## config.mk

```make
export PLATFORM = sky130hd
export DESIGN_NAME = mesi_line_ctl
export DESIGN_NICKNAME = d
export VERILOG_FILES = /design/src/rtl/mesi_line_pkg.sv /design/src/rtl/mesi_snoop_eval.sv /design/src/rtl/mesi_proc_eval.sv /design/src/rtl/mesi_grant_eval.sv /design/src/rtl/mesi_line_ctl.sv
export SDC_FILE = /design/constraint.sdc
export NUM_CORES = 1
export LEC_CHECK = 0
export BUFFER_PORTS_ARGS = -buffer_cell sky130_fd_sc_hd__buf_4
export CORE_AREA = 5 5 42 44
export CTS_BUF_LIST = sky130_fd_sc_hd__clkbuf_16
export DETAILED_ROUTE_END_ITERATION = 6
export DIE_AREA = 0 0 47 49
export GPL_ROUTABILITY_DRIVEN = 0
export GPL_TIMING_DRIVEN = 0
export PLACE_DENSITY = 0.77
export SLEW_MARGIN = 20
export SYNTH_ARGS = -nofsm -noshare
export SYNTH_HDL_FRONTEND = slang
export SYNTH_SLANG_ARGS = --single-unit
export TNS_END_PERCENT = 100
```

## constraint.sdc

```tcl
create_clock -name clk -period 2.46 [get_ports clk]
set_input_delay 0.492 -clock clk [delete_from_list [all_inputs] [get_ports clk]]
set_output_delay 0.492 -clock clk [all_outputs]
set_load 0.05 [all_outputs]
```

## src/rtl/mesi_line_pkg.sv

```systemverilog
`timescale 1ns/1ps
package mesi_line_pkg;
  localparam int ST_W  = 3;
  localparam int CMD_W = 2;

  typedef enum logic [ST_W-1:0] {
    ST_I  = 3'd0,
    ST_S  = 3'd1,
    ST_E  = 3'd2,
    ST_M  = 3'd3,
    ST_IS = 3'd4,
    ST_IM = 3'd5,
    ST_SM = 3'd6
  } line_st_e;

  typedef enum logic [CMD_W-1:0] {
    BC_NONE = 2'd0,
    BC_RD   = 2'd1,
    BC_RDX  = 2'd2,
    BC_UPG  = 2'd3
  } bus_cmd_e;

  function automatic logic waiting(input line_st_e s);
    return (s == ST_IS) || (s == ST_IM) || (s == ST_SM);
  endfunction
endpackage

```

## src/rtl/mesi_snoop_eval.sv

```systemverilog
`timescale 1ns/1ps
module mesi_snoop_eval
  import mesi_line_pkg::*;
#(
  parameter int SUPPLY_CLEAN = 1
) (
  input  line_st_e         st,
  input  logic             snp_valid,
  input  logic [CMD_W-1:0] snp_cmd,
  output logic             active,
  output line_st_e         nxt,
  output logic             flush,
  output logic             shared
);
  bus_cmd_e c;
  logic     clean_fl;

  assign c = bus_cmd_e'(snp_cmd);

  generate
    if (SUPPLY_CLEAN != 0) begin : g_supply
      assign clean_fl = 1'b1;
    end else begin : g_nosupply
      assign clean_fl = 1'b0;
    end
  endgenerate

  always_comb begin
    active = snp_valid && (c != BC_NONE);
    nxt    = st;
    flush  = 1'b0;
    shared = 1'b0;
    if (active) begin
      unique case (st)
        ST_M: begin
          if (c == BC_RD) begin
            nxt    = ST_S;
            flush  = 1'b1;
            shared = 1'b1;
          end else begin
            nxt   = ST_I;
            flush = (c == BC_RDX);
          end
        end
        ST_E, ST_S: begin
          if (c == BC_RD) begin
            nxt    = ST_S;
            shared = 1'b1;
            flush  = clean_fl;
          end else begin
            nxt   = ST_I;
            flush = (c == BC_RDX) && clean_fl;
          end
        end
        ST_SM: begin
          if (c == BC_RD) begin
            shared = 1'b1;
            flush  = clean_fl;
          end else begin
            nxt   = ST_IM;
            flush = (c == BC_RDX) && clean_fl;
          end
        end
        default: ;
      endcase
    end
  end
endmodule

```

## src/rtl/mesi_proc_eval.sv

```systemverilog
`timescale 1ns/1ps
module mesi_proc_eval
  import mesi_line_pkg::*;
(
  input  line_st_e st,
  input  logic     cpu_rd,
  input  logic     cpu_wr,
  input  logic     done_q,
  output logic     accept,
  output line_st_e nxt,
  output logic     done
);
  always_comb begin
    accept = !done_q && !waiting(st) && (cpu_rd || cpu_wr);
    nxt    = st;
    done   = 1'b0;
    if (accept) begin
      if (cpu_wr) begin
        unique case (st)
          ST_I:    nxt = ST_IM;
          ST_S:    nxt = ST_SM;
          ST_E: begin
            nxt  = ST_M;
            done = 1'b1;
          end
          default: done = 1'b1;
        endcase
      end else begin
        if (st == ST_I) nxt = ST_IS;
        else            done = 1'b1;
      end
    end
  end
endmodule

```

## src/rtl/mesi_grant_eval.sv

```systemverilog
`timescale 1ns/1ps
module mesi_grant_eval
  import mesi_line_pkg::*;
(
  input  line_st_e st,
  input  logic     bus_gnt,
  input  logic     bus_shared_in,
  output logic     fire,
  output line_st_e nxt,
  output bus_cmd_e cmd
);
  always_comb begin
    fire = bus_gnt && waiting(st);
    nxt  = st;
    cmd  = BC_NONE;
    if (fire) begin
      unique case (st)
        ST_IS: begin
          cmd = BC_RD;
          nxt = bus_shared_in ? ST_S : ST_E;
        end
        ST_IM: begin
          cmd = BC_RDX;
          nxt = ST_M;
        end
        default: begin
          cmd = BC_UPG;
          nxt = ST_M;
        end
      endcase
    end
  end
endmodule

```

## src/rtl/mesi_line_ctl.sv

```systemverilog
`timescale 1ns/1ps
module mesi_line_ctl
  import mesi_line_pkg::*;
#(
  parameter int SUPPLY_CLEAN = 1
) (
  input  logic             clk,
  input  logic             rst,
  input  logic             cpu_rd,
  input  logic             cpu_wr,
  output logic             cpu_done,
  output logic             bus_req,
  input  logic             bus_gnt,
  input  logic             bus_shared_in,
  output logic             bus_cmd_valid,
  output logic [CMD_W-1:0] bus_cmd,
  input  logic             snp_valid,
  input  logic [CMD_W-1:0] snp_cmd,
  output logic             shared_out,
  output logic             flush_out,
  output logic [ST_W-1:0]  line_state
);
  line_st_e state_q, state_d;
  bus_cmd_e cmd_d;
  logic     cv_d, done_d, fl_d, sh_d, req_d;

  logic     sn_active, sn_flush, sn_shared;
  line_st_e sn_nxt;
  logic     gr_fire;
  line_st_e gr_nxt;
  bus_cmd_e gr_cmd;
  logic     pr_accept, pr_done;
  line_st_e pr_nxt;

  mesi_snoop_eval #(.SUPPLY_CLEAN(SUPPLY_CLEAN)) u_snoop (
    .st(state_q), .snp_valid(snp_valid), .snp_cmd(snp_cmd),
    .active(sn_active), .nxt(sn_nxt), .flush(sn_flush), .shared(sn_shared)
  );

  mesi_grant_eval u_grant (
    .st(state_q), .bus_gnt(bus_gnt), .bus_shared_in(bus_shared_in),
    .fire(gr_fire), .nxt(gr_nxt), .cmd(gr_cmd)
  );

  mesi_proc_eval u_proc (
    .st(state_q), .cpu_rd(cpu_rd), .cpu_wr(cpu_wr), .done_q(cpu_done),
    .accept(pr_accept), .nxt(pr_nxt), .done(pr_done)
  );

  // Snoop owns the cycle; then own grant; then processor access.
  always_comb begin
    state_d = state_q;
    cmd_d   = BC_NONE;
    cv_d    = 1'b0;
    done_d  = 1'b0;
    fl_d    = 1'b0;
    sh_d    = 1'b0;
    if (sn_active) begin
      state_d = sn_nxt;
      fl_d    = sn_flush;
      sh_d    = sn_shared;
    end else if (gr_fire) begin
      state_d = gr_nxt;
      cmd_d   = gr_cmd;
      cv_d    = 1'b1;
      done_d  = 1'b1;
    end else if (pr_accept) begin
      state_d = pr_nxt;
      done_d  = pr_done;
    end
    req_d = waiting(state_d);
  end

  always_ff @(posedge clk) begin
    if (rst) begin
      state_q       <= ST_I;
      bus_req       <= 1'b0;
      bus_cmd_valid <= 1'b0;
      bus_cmd       <= BC_NONE;
      cpu_done      <= 1'b0;
      flush_out     <= 1'b0;
      shared_out    <= 1'b0;
    end else begin
      state_q       <= state_d;
      bus_req       <= req_d;
      bus_cmd_valid <= cv_d;
      bus_cmd       <= cmd_d;
      cpu_done      <= done_d;
      flush_out     <= fl_d;
      shared_out    <= sh_d;
    end
  end

  assign line_state = state_q;
endmodule

```

# Yosys cells after proc, flatten, opt, wreduce, memory -nomap -nowiden
# Cells that the tools add are included.
# totals
regBits	10
word_cells	60
# classes
eq_ne	11
muxes	20
n_bitwise	3
reduce_logical	19
# op_table
op	n
2-to-1 mux 3 bit	7
equality test 3 bit, second input constant	6
2-to-1 mux 1 bit	9
case mux 3 bit (3 select lines)	1
OR reduction 3 bit	3
equality test 3 x 2 -> 1 bit, second input constant	2
case mux 3 bit (2 select lines)	1
logical OR 1 bit	5
logical AND 1 bit	4
case mux 2 bit (2 select lines)	1
OR reduction 2 bit	2
OR reduction 4 bit	1
equality test 3 x 1 -> 1 bit, second input constant	1
logical NOT 3 bit	1
inverter 1 bit	3
equality test 2 x 1 -> 1 bit, second input constant	1
equality test 2 bit, second input constant	1
logical NOT 1 bit	2
2-to-1 mux 2 bit	1
nonzero test 2 bit	1

# Logic depth before layout (Yosys ltp)
# depth
word_depth	12
mapped_depth	6

# By module
# A second synthesis with hierarchy kept.
# hier_totals
hier_cells	77
area_unflattened_um2	619.3
# modules_own_cells
mod	n_inst	cells_per_inst	area_per_inst_um2	seq_area_each_um2
mesi_line_ctl	1	36	370.4	200.2
mesi_snoop_eval	1	16	107.6	0.0
mesi_proc_eval	1	14	80.1	0.0
mesi_grant_eval	1	11	61.3	0.0

# Worst setup path before layout
# No wires, ideal clock.
# synth_timing
path_kind	input -> register
from	in snp_cmd[0]
to	reg state_q[1], in the netlist line_state[1]
setup_time_ns	0.115
t_arrival_ns	1.544
path_slack_ns	0.801
cell_stages	5
path_cell_list	inv_1 ha_1 or2b_2 a221o_2 and2_1
# synth_between
elab_chain_cells	4
# synth_rtl
element	line	text
start: declaration	mesi_line_ctl.sv:18	input logic [CMD_W-1:0] snp_cmd,
equality test 2 x 1 -> 1 bit	mesi_snoop_eval.sv:56	if (c == BC_RD) begin
2-to-1 mux 3 bit	mesi_snoop_eval.sv:56	
case mux 3 bit (2 select lines)	mesi_snoop_eval.sv:34	unique case (st)
2-to-1 mux 3 bit (*)	mesi_line_ctl.sv:58	if (sn_active) begin
end signal: assignment	mesi_line_ctl.sv:84	state_q <= state_d;
end: declaration	mesi_line_ctl.sv:23	line_st_e state_q, state_d;
# Mark *: on every way between the ends. The rest lies on a longest branch, timed or not.
# A chain may end at the register's enable or synchronous reset.

# Final worst setup path
# Same ends and word-level chain as after synthesis.

==> flow_summary.yaml <==
power:
  p_total_uw: 615
  p_sw_uw: 168
  seqPwrFrac_pct: 29.5
  intPower_uw: 446
  clockPowerShare_pct: 46.7
  power.leakage_uw: 0.000363
  combPwrFrac_pct: 23.8
  powerDensity_nw_per_um2: 781
  swShare_pct: 27.4
  peakVddDrop_mv: 0.505
clock_tree:
  cts_tree: "done"
  cts-root-buf: "clkbuf_16"
  cts_buffers: 3
  post_cts_buffers: 0
  cts_hold_repair.buffers: 0
  cts_sinks: 10
  ctsResizeCount: 0
  cts_max_level: 1
  clockBufferDepth: 2
  cts.clk_slew.worst_paths_ns: 0.04
  clk_latency_ns: 0.24
die:
  fp-row-count: 14
  core_area_sq_um: 1400
  die-height_um: 49
  io_pins: 19
  die_width_um: 47
  die-area_sq_um: 2300
  initial_core_util_pct: 39.5
sta:
  rsz0062_at_grt: "no"
  slew_viol_final: 0
  slew_headroom_pct: 73.4
  fin_hold_ws_ns: 0.465
  setup_ws_ns: 0.894
  skew_ns: 0.00372
  period_share_pct: 63.7
  tightest_slew_ns: 0.398
  fin_setup_tns_ns: 0
  period_needed_ns: 1.57
  final_hold_viol_count: 0
  fmaxAchievable_mhz: 638
  setup_viol: 0
layout:
  ff_latch_area_sq_um: 200
  post-route-cell-area_sq_um: 787
  multiInputGateArea_sq_um: 304
  diodes: 0
  drive_gt1_share_pct: 37.8
  area_growth_pct: 42.3
  fill_cells: 130
  fin_nets: 94
  layout_commonest_cell: "buf_4"
  layout_common_cells: "buf_4, dfxtp_1, inv_1"
logic_synthesis:
  synth-compound-area-share_pct: 23.5
  syn_inst: 60
  synthSimpleGateAreaFrac_pct: 26.9
  synth_top_family_by_area: "simple AND/OR/NAND/NOR gates"
  yosysWarnings: 0
  synth.largest_area_cell: "dfxtp_1"
  synth_cell_types: 34
  synth_area_sq_um: 553
  yosysTopAreaCellShare_pct: 36.2
  synth_area_leaders: "dfxtp_1, ha_1, and2_1"
  synth_seq_area_share_pct: 36.2
  muxShareOfSynthArea_pct: 0
  synthAdderAreaFrac_pct: 4.52
  synthXorXnorAreaFrac_pct: 0
  synth_edf_count: 0
  synthFlopType: "dfxtp_1"
  synth-async-reset-ratio_pct: 0
  ys_ff_latch: 10
  synth.net_count: 71
  postSynthAreaPerCell_sq_um: 9.22
place:
  place_area_sq_um: 708
  hpwl_um: 960
  pre_cts_slack_ns: 0.648
  port_buffers: 18
setup_path:
  r2r_start: "line_state[2]"
  critPathRequiredTime_ns: 2.59
  r2r_slack_ns: 1.10
  cp.arrival_ns: 1.70
  cp-end-kind: "flop"
  r2r-end: "line_state[1]"
  critPathMaxFanout: 3
  critical_path_class: "in2reg"
  start_kind: "primary input"
  reg2reg_depth: 5
drt:
  vias: 524
  drt-initial-drc-count: 12
  postRouteWirelength_um: 1270
  viasPerCell: 5.35
  routedWlPerCell_um: 13.0
  drtPass1Iterations: 4
  drc_errors: 0
  detail-route-antenna-nets: 0
global_route:
  antenna_found_initial: 0
  grt_max_degree: 11
  grt_pass1_wl_um: 2100
  grt.total_usage_pct: 13.1
  grt_overflow: 0
  grt_pass1_vias: 520
status:
  status: "completed"
min_path:
  hold_depth: 2
  min_from: "rst"
  hold_path_class: "in2reg"
  min_to: "cpu_done"
run:
  timing.max_cap.violations: 0
## worst max-delay path: stages
cell and delay [ns]:
buf_4 0.08, inv_1 0.03, ha_1 0.23, or2b_2 0.32
a221o_2 0.39, and2_1 0.16
## sequential cells by signal (all words and copies together), names as in the netlist
name,flops
line_state,3
bus_cmd,2
bus_cmd_valid,1
bus_req,1
cpu_done,1
flush_out,1
shared_out,1
## cells in the mapped netlist (all sizes together), types with 2 or more instances
cell type,count
nor2,4
nand2,4
and2,3
inv,5
buf,2
a211o,2
o21bai,2
nor4,2
or3b,2
dfxtp,10
ha,2
a21oi,2
nor2b,2
o21ai,3
## metal layers
metal | routed length [um] | vias to the layer above | global-route usage, %
met5 | 0 | - | 0
met4 | 48 | 0 | 11.1
met3 | 90 | 5 | 4.80
met2 | 617 | 19 | 18.8
met1 | 514 | 243 | 14.6
li1 | - | 257 | -
## power groups by stage
stage               clock network [uW]  registers [uW]  logic (uW)
floorplan                            0             221        65.2
CTS                                290             181         146
global placement                     0             184         143
detailed placement                   0             184         145
global route                       302             183         157
finish                             287             181         146
## how the worst max path moves through the flow
stage	from	to	slack, ns	depth (start not counted)
after global placement	snp_cmd[0]	line_state[1]	0.65	6
after CTS	snp_cmd[0]	line_state[1]	0.90	6
after floorplan	snp_cmd[0]	line_state[1]	0.80	5
final	snp_cmd[0]	line_state[1]	0.89	6
after global routing	snp_cmd[1]	bus_req	0.79	7
after detailed placement	snp_cmd[0]	line_state[1]	0.65	6
## through the flow
step           utilization, %  std cells
2_1_floorplan               -         60
3_3_place_gp             50.5         94
3_5_place_dp             50.5         94
4_1_cts                  56.2         98
5_1_grt                  56.2         98
6_report                 56.2         98
## final cells by class
type | count | area share, %
multi-input combinational | 42 | 38.6
sequential | 10 | 25.4
timing repair buffer | 18 | 17.2
clock buffer | 3 | 9.54
buffer | 3 | 3.82
tap | 16 | 2.54
inverter | 5 | 2.38
clock inverter | 1 | 0.477
## cells by family after synthesis
| family | count (synthesis) |
|---|---|
| and+or+nand+nor | 23 |
| buffers and inverters | 8 |
| adders and majority gates | 2 |
| DFF | 10 |
| AOI/OAI and AO/OA | 17 |
Note: power is estimated with default switching activity, not from simulation.
